**src/rtl/gate_pkg.sv**
```systemverilog
package gate_pkg;

  // retire-side flag action
  typedef enum logic [1:0] {
    IEN_HOLD = 2'd0,
    IEN_SET  = 2'd1,
    IEN_CLR  = 2'd2
  } ien_action_e;

  // number of retire strobes active in one cycle
  function automatic logic [1:0] gate_ret_count(input logic a, input logic b, input logic c);
    return {1'b0, a} + {1'b0, b} + {1'b0, c};
  endfunction

  // next in-flight count: add, subtract, floor at zero, cap at limit
  function automatic int unsigned gate_next_count(input int unsigned cur,
                                                  input int unsigned up,
                                                  input int unsigned down,
                                                  input int unsigned limit);
    int unsigned sum;
    sum = cur + up;
    if (down >= sum) return 0;
    if ((sum - down) > limit) return limit;
    return sum - down;
  endfunction

  // retire-side action: a clear beats a set
  function automatic ien_action_e gate_ien_action(input logic set_r, input logic clr_r, input logic dlv_r);
    if (clr_r || dlv_r) return IEN_CLR;
    if (set_r) return IEN_SET;
    return IEN_HOLD;
  endfunction

endpackage

```
**src/rtl/gate_ien_reg.sv**
```systemverilog
module gate_ien_reg
  import gate_pkg::*;
#(
  parameter logic IEN_RESET = 1'b0
) (
  input  logic        clk,
  input  logic        rst_n,
  input  logic        ret_set_i,
  input  logic        ret_clr_i,
  input  logic        ret_dlv_i,
  output ien_action_e action_o,
  output logic        ien_o
);

  logic ien_q;

  assign action_o = gate_ien_action(ret_set_i, ret_clr_i, ret_dlv_i);

  always_ff @(posedge clk) begin
    if (!rst_n) begin
      ien_q <= IEN_RESET;
    end else begin
      unique case (action_o)
        IEN_SET:  ien_q <= 1'b1;
        IEN_CLR:  ien_q <= 1'b0;
        default:  ien_q <= ien_q;
      endcase
    end
  end

  assign ien_o = ien_q;

endmodule

```
**src/rtl/gate_inflight.sv**
```systemverilog
module gate_inflight
  import gate_pkg::*;
#(
  parameter int CNT_W = 8
) (
  input  logic             clk,
  input  logic             rst_n,
  input  logic             inc_i,
  input  logic [1:0]       ret_n_i,
  input  logic             flush_i,
  input  logic [CNT_W-1:0] flush_cnt_i,
  output logic [CNT_W-1:0] cnt_o,
  output logic             zero_o,
  output logic             full_o
);

  localparam int unsigned LIMIT = (1 << CNT_W) - 1;

  logic [CNT_W-1:0] cnt_q;
  logic [CNT_W-1:0] cnt_d;
  int unsigned      down_w;

  always_comb begin
    down_w = 32'(ret_n_i);
    if (flush_i) down_w = down_w + 32'(flush_cnt_i);
    cnt_d = CNT_W'(gate_next_count(32'(cnt_q), 32'(inc_i), down_w, LIMIT));
  end

  always_ff @(posedge clk) begin
    if (!rst_n) cnt_q <= '0;
    else        cnt_q <= cnt_d;
  end

  assign cnt_o  = cnt_q;
  assign zero_o = (cnt_q == '0);
  assign full_o = (cnt_q == CNT_W'(LIMIT));

endmodule

```
**src/rtl/gate_accept.sv**
```systemverilog
module gate_accept (
  input  logic irq_req_i,
  input  logic zero_i,
  input  logic ien_i,
  input  logic full_i,
  input  logic dec_op_i,
  output logic ack_o,
  output logic stall_o,
  output logic dec_take_o,
  output logic inc_o
);

  always_comb begin
    ack_o      = irq_req_i && zero_i && ien_i;
    stall_o    = full_i || ack_o;
    dec_take_o = dec_op_i && !stall_o;
    inc_o      = dec_take_o || ack_o;
  end

endmodule

```
**src/rtl/irq_accept_gate.sv**
```systemverilog
module irq_accept_gate
  import gate_pkg::*;
#(
  parameter int   CNT_W     = 8,
  parameter logic IEN_RESET = 1'b0
) (
  input  logic             clk,
  input  logic             rst_n,
  input  logic             dec_ien_set_i,
  input  logic             dec_ien_clr_i,
  input  logic             ret_ien_set_i,
  input  logic             ret_ien_clr_i,
  input  logic             ret_irq_dlv_i,
  input  logic             flush_i,
  input  logic [CNT_W-1:0] flush_squashed_i,
  input  logic             irq_req_i,
  output logic             irq_ack_o,
  output logic             inject_o,
  output logic             fetch_purge_o,
  output logic             dec_stall_o,
  output logic             ien_o
);

  // named internal events
  logic             dec_op_w;
  logic             dec_take_w;
  logic             inc_w;
  logic [1:0]       ret_n_w;
  logic [CNT_W-1:0] inflight_q;
  logic             zero_w;
  logic             full_w;
  logic             ack_w;
  logic             stall_w;
  ien_action_e      ien_act_w;

  assign dec_op_w = dec_ien_set_i || dec_ien_clr_i;
  assign ret_n_w  = gate_ret_count(ret_ien_set_i, ret_ien_clr_i, ret_irq_dlv_i);

  gate_ien_reg #(.IEN_RESET(IEN_RESET)) u_ien (
    .clk       (clk),
    .rst_n     (rst_n),
    .ret_set_i (ret_ien_set_i),
    .ret_clr_i (ret_ien_clr_i),
    .ret_dlv_i (ret_irq_dlv_i),
    .action_o  (ien_act_w),
    .ien_o     (ien_o)
  );

  gate_inflight #(.CNT_W(CNT_W)) u_cnt (
    .clk         (clk),
    .rst_n       (rst_n),
    .inc_i       (inc_w),
    .ret_n_i     (ret_n_w),
    .flush_i     (flush_i),
    .flush_cnt_i (flush_squashed_i),
    .cnt_o       (inflight_q),
    .zero_o      (zero_w),
    .full_o      (full_w)
  );

  gate_accept u_acc (
    .irq_req_i  (irq_req_i),
    .zero_i     (zero_w),
    .ien_i      (ien_o),
    .full_i     (full_w),
    .dec_op_i   (dec_op_w),
    .ack_o      (ack_w),
    .stall_o    (stall_w),
    .dec_take_o (dec_take_w),
    .inc_o      (inc_w)
  );

  assign irq_ack_o     = ack_w;
  assign inject_o      = ack_w;
  assign fetch_purge_o = ack_w;
  assign dec_stall_o   = stall_w;

endmodule

```
**config.mk**
```make
export PLATFORM = sky130hd
export DESIGN_NAME = irq_accept_gate
export DESIGN_NICKNAME = d
export VERILOG_FILES = /design/src/rtl/gate_pkg.sv /design/src/rtl/gate_ien_reg.sv /design/src/rtl/gate_inflight.sv /design/src/rtl/gate_accept.sv /design/src/rtl/irq_accept_gate.sv
export SDC_FILE = /design/constraint.sdc
export NUM_CORES = 1
export LEC_CHECK = 0
export CAP_MARGIN = 20
export CORE_MARGIN = 3
export CORE_UTILIZATION = 40
export CTS_BUF_LIST = sky130_fd_sc_hd__clkbuf_8 sky130_fd_sc_hd__clkbuf_16
export CTS_CLUSTER_DIAMETER = 120
export DETAILED_ROUTE_END_ITERATION = 8
export GPL_ROUTABILITY_DRIVEN = 0
export HOLD_SLACK_MARGIN = 0.08
export MAX_ROUTING_LAYER = met4
export RECOVER_POWER = 25
export SLEW_MARGIN = 20
export SYNTH_ARGS = -nofsm -noshare
export SYNTH_HDL_FRONTEND = slang
export SYNTH_HIERARCHICAL = 1
export SYNTH_SLANG_ARGS = --single-unit
```
**constraint.sdc**
```tcl
create_clock -name clk -period 6.3 [get_ports clk]
set_clock_uncertainty 0.05 [all_clocks]
set_input_delay 1.89 -clock clk [delete_from_list [all_inputs] [get_ports clk]]
set_output_delay 1.89 -clock clk [all_outputs]
set_load 0.02 [all_outputs]
```
* Word level (Yosys, flattened, before mapping)
Index checks and enable logic that the tools add are counted.
** Storage, ports and cells
- Word-level logic and storage cells :: 38
- Register bits :: 9
- Output and inout bits :: 5
** Cells by class
- Add/sub/neg operators :: 5
- Bitwise gates (word level) :: 1
- Reduce and logical (&&, ||, !) cells :: 11
- Order comparisons :: 2
- Eq/ne operators :: 3
- Mux-type cells :: 14
** Operators with widths (count)
- $ge A32 B32 Y1 :: 1
- $gt A32 B8 Y1 const B :: 1
- $mux W32 :: 1
- $sub A9 B32 Y32 :: 1
- $mux W8 :: 2
- $add A2 B8 Y9 :: 1
- $add A8 B1 Y9 :: 1
- $eq A8 B8 Y1 const B :: 1
- $logic_not A8 Y1 :: 1
- $mux W2 :: 4
- $mux W1 :: 6
- $logic_or A1 B1 Y1 :: 4
- $logic_and A1 B1 Y1 :: 3
- $add A1 B1 Y2 :: 1
- $add A2 B1 Y2 :: 1
- $eq A2 B1 Y1 const B :: 1
- $eq A2 B2 Y1 const B :: 1
- $pmux W1 S2 :: 1
- $reduce_bool A2 Y1 :: 1
- $reduce_or A2 Y1 :: 1
- $logic_not A1 Y1 :: 1
- $not A1 Y1 :: 1

* Longest topological paths before layout
- Depth after elaboration :: 13
- Depth in mapped cells :: 16
- Depth with buffers taken out :: 16

* Modules after synthesis
The synthesis kept the hierarchy.
** By module, submodules not included
- gate_inflight :: times used 1, area each 1283.7 um2, sequential area each 160.2 um2, cells an instance 160
- gate_ien_reg :: times used 1, area each 45.0 um2, sequential area each 20.0 um2, cells an instance 6
- gate_accept :: times used 1, area each 43.8 um2, sequential area each 0.0 um2, cells an instance 6
- irq_accept_gate :: times used 1, area each 41.3 um2, sequential area each 0.0 um2, cells an instance 4

* Worst setup path before layout
No wires, ideal clock.
- Path type :: input to register
- From :: input ret_ien_set_i
- To :: register u_cnt.cnt_q[7] (netlist: u_cnt/cnt_o[7])
- Data arrival time :: 4.655 ns
- Stages on the path :: 14
- Library setup time :: 0.120 ns
- Slack :: 1.475 ns
- Cells stage by stage :: fa_1 -> ha_1 -> fa_1 -> nand2_1 -> nor2_1 -> xnor2_1 -> nand2b_1 -> inv_1 -> ha_1 -> nand4_1 -> a21oi_2 -> nor4_2 -> o22ai_2 -> o31a_1
** On the way
- Longest elaborated chain between the ends :: 9
- Elaborated cells between the ends (all ways) :: 13
- Classes of those cells :: add/sub: 4; order compare: 2; mux: 6; reduce/logical: 1
** RTL lines
- start, declared :: RTL line irq_accept_gate.sv:11 : input logic ret_ien_set_i,
- $add A1 B1 Y2 (*) :: RTL line gate_pkg.sv:12 : return {1'b0, a} + {1'b0, b} + {1'b0, c};
- $add A2 B1 Y2 (*) :: RTL line gate_pkg.sv:12
- $add A2 B8 Y9 :: RTL line gate_inflight.sv:25 : if (flush_i) down_w = down_w + 32'(flush_cnt_i);
- $mux W32 (*) :: RTL line gate_inflight.sv:25
- $sub A9 B32 Y32 :: RTL line gate_pkg.sv:23 : if ((sum - down) > limit) return limit;
- $gt A32 B8 Y1 :: RTL line gate_pkg.sv:23
- $mux W1 (2 in series) :: RTL line gate_pkg.sv:23
- $mux W8 :: RTL line gate_pkg.sv:24 : return sum - down;
- end signal, assigned :: RTL line gate_inflight.sv:31 : else cnt_q <= cnt_d;
- end, declared :: RTL line gate_inflight.sv:19 : logic [CNT_W-1:0] cnt_q;
Every way passes the cells marked *; elsewhere a longest branch is shown, timed or not. The select of a mux whose other input is x is not followed.
A chain may end at the register's enable or synchronous reset.

* Final worst setup path
- From :: input ret_irq_dlv_i
- To :: register u_cnt.cnt_q[7] (netlist: u_cnt/cnt_o[7])
** On the way
- Longest elaborated chain between the ends :: 8
- Elaborated cells between the ends (all ways) :: 12
- Classes of those cells :: add/sub: 3; order compare: 2; mux: 6; reduce/logical: 1
** RTL lines
- start, declared :: RTL line irq_accept_gate.sv:13 : input logic ret_irq_dlv_i,
- $add A2 B1 Y2 (*) :: RTL line gate_pkg.sv:12
- via ret_n_w[0] :: RTL line irq_accept_gate.sv:28 : logic [1:0] ret_n_w;
- $add A2 B8 Y9 :: RTL line gate_inflight.sv:25
- $mux W32 (*) :: RTL line gate_inflight.sv:25
- $sub A9 B32 Y32 :: RTL line gate_pkg.sv:23
- $gt A32 B8 Y1 :: RTL line gate_pkg.sv:23
- $mux W1 (2 in series) :: RTL line gate_pkg.sv:23
- $mux W8 :: RTL line gate_pkg.sv:24
Mark *: on every way through the listed nets, which the timed path passes. The rest lies on a longest branch. The select of a mux whose other input is x is not followed.

==> impl.org <==
** Clock tree
- In this run the number of H-tree levels came out at 1.
- CTS tree :: done
- Clock-pin slew was measured on the worst setup and hold paths at 50 ps.
- For the worst-skew pair, the clock arrives at the later sink with an insertion delay of 230 ps.
- Number of setup buffers added after CTS :: 0
- Total CTS buffers :: 3
- The number of hold buffers added after CTS was 0.
- Post-CTS Resized :: 0
- The longest clock path from root to sink contains 2 buffers.
- Counting every sink on the clock net gives 9.
- The tree is rooted in a clkbuf_8.

** STA
- Final setup vio count :: 0
- Worst-Margin Slew :: 408 ps
- Worst-case headroom to the max-slew limit :: 72.1%
- Of the available clock period, the critical path in the final layout requires 85.5%.
- Period minus WS final :: 5390 ps
- Static timing analysis puts the maximum clock frequency at 186 MHz.
- Number of pins exceeding their max-slew limit in the final report :: 0
- Final hold violation count :: 0
- Setup repair after global routing missed its margin :: false
- Setup TNS Final :: 0 ps

** Power and ir drop
- IR analysis of the VDD net gives a maximum drop of 99.6 uV.
- P_int :: 0.000316 W
- Net switching is 47.7% of the power.
- Power spread over the standard cell area amounts to 359 nW/um^2.
- Power share of the clock group :: 10.7%
- For this design the total switching power over the nets is 0.000288 W.
- In this run the static leakage power is 0.804 nW.
- Post-layout total power :: 0.000603 W
- Relative contribution of combinational cells to total power :: 72.4%
- Sequential cells account for 17.0% of the total power.

** Worst setup path
- In this run the critical register-to-register path is captured at u_cnt/cnt_o[7].
- Reg2reg path depth :: 15
- The worst register-to-register path begins at u_cnt/cnt_o[2].
- Buffer and inverter count on the worst path :: 2
- The slowest stage of the critical path is the dlygate4sd3_1 cell.
- Max incr delay on CP :: 560 ps
- Classification of the worst setup path :: primary input to register
- The signal on the critical path passes through dlygate4sd3_1, fa_1, ha_1, fa_1, nand2_1, nor2_1, xnor2_1, nand2b_1, inv_1, ha_1, nand4_1, a21oi_2, nor4_2, o22ai_2, o31a_1.
- For the worst setup path, the data arrival time is 5450 ps.
- At the worst endpoint, the required time is 6360 ps.
- STA classifies the critical path endpoint as a register.
- The worst setup path is launched from a primary input.
- Among cell families on the critical path, the largest total delay comes from adder cells.
- Counting buffers and inverters, the worst setup path is 15 cells deep.
- Of all nets on the critical path, the largest fanout is 8.
- Flop2flop setup slack :: 2560 ps

** Layout
- After filler insertion, the fill cell instance count of the layout stands at 319.
- The final layout contains 236 nets.
- Sequential standard cell area :: 180 um^2
- Antenna diode count :: 0
- Layout cells sized above 1 :: 8.81%
- The multi-input combinational cells in the finished layout cover a total of 1100 um^2.
- After routing the design area is 1680 um^2.
- Compared with the post-synthesis result, the final layout area differs by 20.1%.

** GRT
- For this run the aggregate overflow at the end of global routing stands at 0.
- Pin count of the biggest net entering global routing :: 12
- The first global-routing pass estimated 5.12 mm of wire.
- For this run, the total global-route usage over all layers was measured as 16.0%.
- The number of global-route vias before repair came to 1,209.
- The initial antenna violation count came to 0.

** Placement
- HPWL after detailed placement :: 2.54 mm
- PortBufs :: 21
- Summing all placed instances gives a cell area of 1640 um^2.

** Drt
- Detailed routing inserted a total of 1,197 vias.
- The count of nets left with antenna violations once routing finished came out at 0.
- In this run, the number of DRC markers left after iteration 0 of detailed routing was 25.
- Post-DR vias/cell :: 5.05
- For this run, design rule violations remaining after detail routing come to 0.
- Before antenna repair, the detailed router went through 4 iterations.
- Total wire length after detailed routing :: 2.90 mm
- After detailed routing, the average wire length per cell comes to 12.2 um.

** Synth
- Averaged over all synthesized cells, the footprint is 8.09 um^2.
- The cell area that synthesis handed to floorplanning was 1400 um^2.
- Post-Synthesis Net Count :: 215
- During synthesis, Yosys emitted a total of 6 warnings.
- Number of standard cells after synthesis :: 173

** Hold path
- Min-Delay Path Depth :: 2
- The path with the worst hold slack has its endpoint at u_ien/ien_o.
- The worst hold path belongs to the class register to register.
- Worst min-delay path startpoint :: u_ien/ien_o

** Outcome
- Status :: complete, no violations

** Die
- Site row count :: 20
- Core ar. :: 3200 um^2
- Total die area :: 4250 um^2
- In this run the count of I/O pins placed on the die edge is 22.
- Chip Width :: 65.2 um
- Once the floorplan was initialized, standard cells occupied 43.7% of the core.
- Die Y-Extent :: 65.2 um

** Run
- Across the run, the number of max-cap violations was 0.
==> power groups by stage <==
stage | Combinational, W | Sequential (W) | Clock, W
after global placement | 0.000434 | 0.000103 | 0
after CTS | 0.000436 | 0.000102 | 0.0000666
after detailed placement | 0.000431 | 0.000104 | 0
after global routing | 0.000491 | 0.000106 | 0.0000703
after floorplan | 0.000349 | 0.0000985 | 0
final | 0.000437 | 0.000103 | 0.0000643
==> area by class of cell <==
| type | count | share of cell area (%) |
|---|---|---|
| multi-input combinational | 136 | 65.7 |
| timing repair buffer | 21 | 12.5 |
| sequential | 9 | 10.7 |
| inverter | 23 | 5.13 |
| tap | 44 | 3.27 |
| clock buffer | 3 | 2.46 |
| clock inverter | 1 | 0.223 |
==> worst max path at each step <==
| stage | from | to | slack, ps |
|---|---|---|---|
| finish | ret_irq_dlv_i | u_cnt/cnt_o[7] | 910 |
| global route | ret_irq_dlv_i | u_cnt/cnt_o[7] | 650 |
| CTS | ret_ien_set_i | u_cnt/cnt_o[7] | 960 |
| detailed placement | ret_ien_set_i | u_cnt/cnt_o[7] | 720 |
| global placement | ret_ien_set_i | u_cnt/cnt_o[7] | 810 |
| floorplan | ret_ien_set_i | u_cnt/cnt_o[7] | 1480 |
==> worst register-to-register path, cell delays in order (launching register included) <==
cell	delay (ps)
dfxtp_1	340
or4_1	520
nor2_1	160
nand3_2	110
nand2_1	80
ha_1	210
ha_1	210
nand3_1	150
nor2_1	170
xnor2_1	200
ha_1	380
nand4_1	170
a21oi_2	60
nor4_2	270
o22ai_2	200
o31a_1	340
==> metrics by stage <==
stage                     util [%]  std cells  hold WS (ps)  setup WS, ps
after global routing          52.5        237           569           652
final                         52.5        237           551           913
after CTS                     52.5        237           545           962
after detailed placement      51.1        233           541           722
after floorplan                  -        173           573          1480
after global placement        51.1        233           543           808
==> layer usage <==
layer	vias to the layer above	wire length [um]	GRT usage, %
li1	632	-	-
met1	532	1360	18.9
met2	25	1380	27.2
met5	-	0	-
met4	0	80	7.77
met3	8	73	1.54
==> registers in the layout, summed over array words and instances (netlist names) <==
register and flops:
u_ien/ien_o 1, u_cnt/cnt_o 8
==> cell usage in the layout, fill, tap and decap left out, types with 6 or more instances in the layout <==
cell type / instances
xor2_1: 9
nand3_1: 6
xnor2_1: 7
nor2_1: 9
o21a_1: 8
ha_1: 22
inv_1: 22
a21o_1: 6
nand2_1: 12
nand2b_1: 7
clkdlybuf4s50_1: 18
dfxtp_1: 9
Power figures use the tool's default switching activity.
